<file path="config.mk">
export PLATFORM = sky130hd
export DESIGN_NAME = irq_thread_ctx
export DESIGN_NICKNAME = d
export VERILOG_FILES = /design/src/rtl/irq_thread_ctx_pkg.sv /design/src/rtl/irq_thread_ctx_prio.sv /design/src/rtl/irq_thread_ctx_pool.sv /design/src/rtl/irq_thread_ctx.sv
export SDC_FILE = /design/constraint.sdc
export NUM_CORES = 1
export LEC_CHECK = 0
export ABC_AREA = 1
export BUFFER_PORTS_ARGS = -buffer_cell sky130_fd_sc_hd__buf_2
export CAP_MARGIN = 5
export CORE_UTILIZATION = 39
export CTS_CLUSTER_DIAMETER = 80
export DETAILED_ROUTE_END_ITERATION = 8
export GPL_TIMING_DRIVEN = 0
export SKIP_LAST_GASP = 1
export SLEW_MARGIN = 25
export SYNTH_ARGS = -nofsm -noshare
export SYNTH_HDL_FRONTEND = slang
export SYNTH_HIERARCHICAL = 1
export SYNTH_SLANG_ARGS = --single-unit
</file>
<file path="constraint.sdc">
create_clock -name clk -period 11.1 [get_ports clk]
set_input_delay 2.22 -clock clk [delete_from_list [all_inputs] [get_ports clk]]
set_output_delay 2.22 -clock clk [all_outputs]
set_load 0.01 [all_outputs]
</file>
<file path="src/rtl/irq_thread_ctx_pkg.sv">
package irq_thread_ctx_pkg;

  typedef enum logic [1:0] {
    KIND_NONE  = 2'd0,
    KIND_POOL  = 2'd1,
    KIND_POST  = 2'd2,
    KIND_LEVEL = 2'd3
  } exc_kind_e;

  // register set bases
  localparam int unsigned GUEST_BASE = 32'h010;
  localparam int unsigned POOL_BASE  = 32'h020;
  localparam int unsigned PHYS_BASE  = 32'h030;

  // byte offsets inside a set
  localparam int unsigned OFF_STATUS = 32'h0;
  localparam int unsigned OFF_ACCEPT = 32'h1;
  localparam int unsigned OFF_PEND   = 32'h2;
  localparam int unsigned OFF_TOP    = 32'h7;
  localparam int unsigned OFF_WORD2  = 32'h8;

  // special operations
  localparam int unsigned ACK_ADDR   = 32'h800;
  localparam int unsigned PULL_ADDR  = 32'h828;

  localparam int unsigned DATA_W     = 64;
  localparam logic [7:0]  PRIO_EMPTY = 8'hFF;

endpackage

</file>
<file path="src/rtl/irq_thread_ctx_prio.sv">
module irq_thread_ctx_prio #(
  parameter int unsigned N = 8
) (
  input  logic [N-1:0] vec,
  output logic [7:0]   top,
  output logic         any
);
  always_comb begin
    top = 8'hFF;
    any = 1'b0;
    for (int i = N - 1; i >= 0; i--) begin
      if (vec[i]) begin
        top = 8'(i);
        any = 1'b1;
      end
    end
  end
endmodule

</file>
<file path="src/rtl/irq_thread_ctx_pool.sv">
module irq_thread_ctx_pool #(
  parameter int unsigned W = 32
) (
  input  logic         clk,
  input  logic         rst,
  input  logic         load,
  input  logic [W-1:0] load_val,
  input  logic         pull,
  output logic [W-1:0] word
);
  always_ff @(posedge clk) begin
    if (rst) begin
      word <= '0;
    end else if (load) begin
      word <= load_val;
    end else if (pull) begin
      word[W-1] <= 1'b0;
    end
  end
endmodule

</file>
<file path="src/rtl/irq_thread_ctx.sv">
module irq_thread_ctx
  import irq_thread_ctx_pkg::*;
#(
  parameter int unsigned PRIO_W   = 3,
  parameter int unsigned ADDR_W   = 12,
  parameter int unsigned LVL_PRIO = 7,
  parameter int unsigned POOL_W   = 32
) (
  input  logic              clk,
  input  logic              rst,
  input  logic              post_vld,
  input  logic [PRIO_W-1:0] post_prio,
  input  logic              lvl_line,
  input  logic              rd_en,
  input  logic              wr_en,
  input  logic [ADDR_W-1:0] addr,
  input  logic [63:0]       wdata,
  output logic [63:0]       rdata,
  output logic              excp_o,
  output logic [1:0]        excp_kind
);
  localparam int unsigned NPRIO = 1 << PRIO_W;
  localparam logic [7:0]  LVL8  = 8'(LVL_PRIO);

  logic [NPRIO-1:0] pend_q, pend_d, post_set, ack_clr;
  logic [7:0]       accept_q, accept_d, top_q, top_d, ack_prio;
  logic             any_q, any_d;
  exc_kind_e        kind_now, kind_d;
  logic [1:0]       kind_q;
  logic             excp_q;
  logic [63:0]      rdata_q, rmux;
  logic [POOL_W-1:0] pool_word;
  logic             is_ack, is_pull, wr_accept, wr_pool;

  function automatic exc_kind_e pick_kind(input logic [7:0] top, input logic any,
                                          input logic [7:0] acc, input logic lvl);
    logic ph, lv;
    ph = any && (top < acc);
    lv = lvl && (LVL8 < acc);
    if (lv && (!ph || LVL8 <= top)) return KIND_LEVEL;
    else if (ph)                    return KIND_POST;
    else                            return KIND_NONE;
  endfunction

  irq_thread_ctx_prio #(.N(NPRIO)) u_prio_cur (.vec(pend_q), .top(top_q), .any(any_q));
  irq_thread_ctx_prio #(.N(NPRIO)) u_prio_nxt (.vec(pend_d), .top(top_d), .any(any_d));

  irq_thread_ctx_pool #(.W(POOL_W)) u_pool (
    .clk(clk), .rst(rst), .load(wr_pool), .load_val(wdata[POOL_W-1:0]),
    .pull(is_pull), .word(pool_word)
  );

  assign is_ack    = rd_en && (addr == ADDR_W'(ACK_ADDR));
  assign is_pull   = rd_en && (addr == ADDR_W'(PULL_ADDR));
  assign wr_accept = wr_en && (addr == ADDR_W'(PHYS_BASE + OFF_ACCEPT));
  assign wr_pool   = wr_en && (addr == ADDR_W'(POOL_BASE + OFF_WORD2));

  assign kind_now = pick_kind(top_q, any_q, accept_q, lvl_line);

  always_comb begin
    case (kind_now)
      KIND_POST:  ack_prio = top_q;
      KIND_LEVEL: ack_prio = LVL8;
      default:    ack_prio = accept_q;
    endcase
  end

  always_comb begin
    post_set = '0;
    ack_clr  = '0;
    if (post_vld) post_set[post_prio] = 1'b1;
    if (is_ack && kind_now == KIND_POST) ack_clr[top_q[PRIO_W-1:0]] = 1'b1;
    pend_d = (pend_q & ~ack_clr) | post_set;
  end

  always_comb begin
    if (wr_accept)                          accept_d = wdata[7:0];
    else if (is_ack && kind_now != KIND_NONE) accept_d = ack_prio;
    else                                    accept_d = accept_q;
  end

  assign kind_d = pick_kind(top_d, any_d, accept_d, lvl_line);

  always_comb begin
    rmux = '0;
    if (addr == ADDR_W'(ACK_ADDR))
      rmux[15:0] = {kind_now, 6'b0, ack_prio};
    else if (addr == ADDR_W'(PULL_ADDR) || addr == ADDR_W'(POOL_BASE + OFF_WORD2))
      rmux[POOL_W-1:0] = pool_word;
    else if (addr == ADDR_W'(PHYS_BASE + OFF_STATUS))
      rmux[7:0] = {kind_now, 6'b0};
    else if (addr == ADDR_W'(PHYS_BASE + OFF_ACCEPT))
      rmux[7:0] = accept_q;
    else if (addr == ADDR_W'(PHYS_BASE + OFF_PEND))
      rmux[NPRIO-1:0] = pend_q;
    else if (addr == ADDR_W'(PHYS_BASE + OFF_TOP))
      rmux[7:0] = top_q;
  end

  always_ff @(posedge clk) begin
    if (rst) begin
      pend_q   <= '0;
      accept_q <= 8'h00;
      kind_q   <= KIND_NONE;
      excp_q   <= 1'b0;
      rdata_q  <= '0;
    end else begin
      pend_q   <= pend_d;
      accept_q <= accept_d;
      kind_q   <= kind_d;
      excp_q   <= (kind_d != KIND_NONE);
      if (rd_en) rdata_q <= rmux;
    end
  end

  assign rdata     = rdata_q;
  assign excp_o    = excp_q;
  assign excp_kind = kind_q;

endmodule

</file>
==> tab_implementation.tex <==
\begin{tabular}{lr}
\hline
Metric & Value \\
\hline
\multicolumn{2}{l}{\textbf{Detailed routing}} \\
Iter 0 DRT Violations & 321 \\
DRC violations left & 13 \\
Via density per instance & 5.01 \\
Total iterations of the first detailed-routing run & 9 \\
Post-detailed-routing wire length & 13000 um \\
WL per Instance & 14.0 um \\
Via Count & 4665 \\
Number of antenna-violating nets in the routed design & 0 \\
\multicolumn{2}{l}{\textbf{Synth}} \\
Area of the mapped netlist & 4700 um\^{}2 \\
Share of the yosys chip area belonging to registers & 0.350 \\
Top cell type's share of synthesized area & 0.350 \\
Total of flip-flops plus latches after synthesis & 82 \\
Library cell occupying the most area in the post-synthesis netlist & sky130\_fd\_sc\_hd\_\_dfxtp\_1 \\
Number of enable-type register cells in the synthesized netlist & 0 \\
Post-synth ARST share & 0 \\
Number of unique standard cell types used by synthesis & 45 \\
Post-synth top flop & sky130\_fd\_sc\_hd\_\_dfxtp\_1 \\
Avg Synthesized Cell Area & 7.18 um\^{}2 \\
Total of warnings raised by yosys & 6 \\
Cell types occupying the most area after synthesis & sky130\_fd\_sc\_hd\_\_dfxtp\_1 35\%, sky130\_fd\_sc\_hd\_\_nand2\_1 9.3\%, sky130\_fd\_sc\_hd\_\_nor2\_1 8.0\% \\
Synthesized instance count & 654 \\
\multicolumn{2}{l}{\textbf{Run status}} \\
Result of the run & finished with violations \\
Violations in the final reports & DRC \\
\multicolumn{2}{l}{\textbf{Die}} \\
Initial core utilization & 0.406 \\
Overall die area & 12500 um\^{}2 \\
Width of the die & 112 um \\
Chip height & 112 um \\
Total number of placement rows & 39 \\
I/O pin count & 152 \\
Area of the core & 11600 um\^{}2 \\
\multicolumn{2}{l}{\textbf{Global routing}} \\
Pin count of the biggest net entering global routing & 17 \\
Overflow after GRT & 0 \\
Antenna violations before repair & 0 \\
Total track usage & 0.210 \\
First-pass GRT wire length & 20700 um \\
Via count of the first global-routing pass & 4265 \\
\multicolumn{2}{l}{\textbf{STA}} \\
Final setup skew & 9.07 ps \\
Final Hold Viols & 0 \\
Final sum of negative setup slack & 0 ps \\
Total count of max-transition violations in the final report & 0 \\
Relative max-transition margin & 0.378 \\
Number of failing setup endpoints in the final timing report & 0 \\
Worst-case hold slack & 462 ps \\
Final worst path period need & 5540 ps \\
Period utilization & 0.499 \\
Upper clock frequency limit & 181 MHz \\
Slew @ Worst Pin & 925 ps \\
Worst Slack Setup Final & 5560 ps \\
RSZ-0062 raised after global routing & no \\
\multicolumn{2}{l}{\textbf{Worst hold path}} \\
Worst Hold Class & flip-flop to flip-flop \\
Hold Path Depth & 2 \\
Hold Crit Endpoint & rdata[28] \\
Min-Delay Startpoint & rdata[28] \\
\multicolumn{2}{l}{\textbf{Clock tree}} \\
Hold\_buf cts & 0 \\
TritonCTS clock tree & done \\
Post-CTS setup-driven buffer insertion count & 0 \\
Buffer depth of the longest clock path & 2 \\
Clock Sink Count & 82 \\
Worst-skew pair later-pin latency & 340 ps \\
CTS H-tree depth & 3 \\
Clock slew at reported path FFs & 70 ps \\
TritonCTS buffer count & 9 \\
Number of gates resized after CTS & 0 \\
Root cell of the clock tree & sky130\_fd\_sc\_hd\_\_clkbuf\_16 \\
\multicolumn{2}{l}{\textbf{Final layout}} \\
Number of nets in the layout & 882 \\
Post-Layout Cell Count & 931 \\
Proportion of layout cells with a drive suffix above 1 & 0.261 \\
Number of antenna diodes & 0 \\
Synth-to-Final Area Change & 22.1\% \\
Filler Cell Count & 1198 \\
Multi-input gate area in the final layout & 2480 um\^{}2 \\
Register area & 1640 um\^{}2 \\
\multicolumn{2}{l}{\textbf{Setup path}} \\
Crit path required time & 11340 ps \\
Largest stage delay on the critical path & 410 ps \\
Delay-heaviest family, CP & simple AND/OR/NAND/NOR gates \\
Source of the worst register-to-register timing path & pend\_q[0] \\
Kind of end point of the critical path & flip-flop \\
Worst Reg2Reg Path Length in Cells & 32 \\
Slack of the worst reg-to-reg path & 6110 ps \\
Worst EP arrival & 5780 ps \\
Maximum fanout encountered on the critical timing path & 10 \\
Worst Path Class, Setup & primary input to flip-flop \\
CP Buf/Inv Count & 7 \\
Startpoint type of the worst setup path & primary input \\
End of the worst register-to-register path & excp\_kind[0] \\
CP most frequent cell & sky130\_fd\_sc\_hd\_\_nand2\_1 \\
Cell with the largest stage delay on the worst path & sky130\_fd\_sc\_hd\_\_o41ai\_1 \\
\multicolumn{2}{l}{\textbf{Placed design}} \\
Number of port buffers & 87 \\
Last weighted congestion value of the routability-driven placer & 0.926 \\
Placement-stage worst setup slack & 5210 ps \\
Number of placed instances with taps included & 915 \\
HPWL after detailed placement & 10200 um \\
\multicolumn{2}{l}{\textbf{Power}} \\
Cell area power density & 127 nW/um\^{}2 \\
Leakage power & 0.00276 uW \\
Maximum ir drop on the vdd rail & 0.0763 mV \\
\multicolumn{2}{l}{\textbf{Run}} \\
Maximum Capacitance Violations & 0 \\
\hline
\end{tabular}
==> cell usage after synthesis, drive strengths merged, types with 5 or more instances <==
cell,instances
a311oi,7
dfxtp,82
o22ai,6
o41ai,7
nand2,129
inv,68
nor3,10
a221oi,6
ha,14
a21oi,48
o211ai,6
buf,50
clkbuf,13
nand4,5
nor2,108
nand3,35
o21ai,42
==> through the flow <==
stage                     power, uW  utilization  instance area, um^2
final                           725        0.496                 5730
after global routing            760        0.496                 5730
after CTS                       731        0.496                 5730
after detailed placement        423        0.469                 5430
after global placement          421        0.469                 5430
after floorplan                 392            -                 4810
==> sequential cells by signal (all words and copies together), names as in the netlist <==
| signal | count |
|---|---|
| rdata | 32 |
| excp_kind | 2 |
| u_pool/word | 32 |
| accept_q | 8 |
| pend_q | 8 |
==> cell type report <==
type | count | share of cell area
Clock inverter | 7 | 0.0140
Multi-Input combinational cell | 470 | 0.433
Tap cell | 143 | 0.0312
Buffer | 63 | 0.0709
Inverter | 70 | 0.0491
Clock buffer | 9 | 0.0393
Timing Repair Buffer | 87 | 0.0760
Sequential cell | 82 | 0.286
==> cells by family after synthesis <==
kind of cell | Yosys count | share of synthesized area
simple gates | 291 | 0.292
compound gates | 133 | 0.174
fa+ha+maj | 14 | 0.0373
flops | 82 | 0.350
other cells | 1 | 0.000799
buf+inv | 133 | 0.147
==> report_power, final <==
| group | switching, uW | internal, uW |
|---|---|---|
| logic | 71.2 | 48.7 |
| clock network | 130 | 178 |
| registers | 1.85 | 296 |
==> layout by cell type, fill, tap and decap left out, types with 9 or more instances in the layout <==
cell type                   Yosys  routed
sky130_fd_sc_hd__buf_2          8      95
sky130_fd_sc_hd__nand2_1      116     116
sky130_fd_sc_hd__ha_1          14      14
sky130_fd_sc_hd__nand3_1       33      33
sky130_fd_sc_hd__inv_1         50      50
sky130_fd_sc_hd__conb_1         1      32
sky130_fd_sc_hd__o21ai_1        9       9
sky130_fd_sc_hd__dfxtp_1       82      82
sky130_fd_sc_hd__inv_2         12      12
sky130_fd_sc_hd__buf_4         42      42
sky130_fd_sc_hd__a21oi_1       46      46
sky130_fd_sc_hd__clkbuf_1      11      11
sky130_fd_sc_hd__clkbuf_16      0       9
sky130_fd_sc_hd__o21ai_0       33      33
sky130_fd_sc_hd__nor2_1       100     100
==> routing by layer <==
| layer | wire length, um | part of all wire | vias to the layer above | GRT usage |
|---|---|---|---|---|
| li1 | - | - | 2354 | - |
| met1 | 6060 | 0.47 | 2132 | 0.282 |
| met2 | 5890 | 0.45 | 158 | 0.332 |
| met3 | 803 | 0.062 | 21 | 0.0408 |
| met4 | 264 | 0.020 | 0 | 0.0775 |
| met5 | 0 | 0 | - | 0 |
==> tightest hold or removal path, cell delays in order, from the launching register on <==
cell,delay [ps]
sky130_fd_sc_hd__dfxtp_1,310
sky130_fd_sc_hd__nand2_1,60
sky130_fd_sc_hd__a21oi_1,50
==> how the worst max path moves through the flow <==
stage | cells past startpoint | start | to
2_1_floorplan | 25 | addr[9] | excp_kind[0]
3_3_place_gp | 26 | addr[9] | excp_kind[0]
3_5_place_dp | 26 | addr[9] | excp_kind[0]
4_1_cts | 26 | addr[9] | excp_kind[0]
5_1_grt | 26 | addr[9] | excp_kind[0]
6_report | 26 | addr[9] | excp_kind[0]
Power figures use the tool's default switching activity.
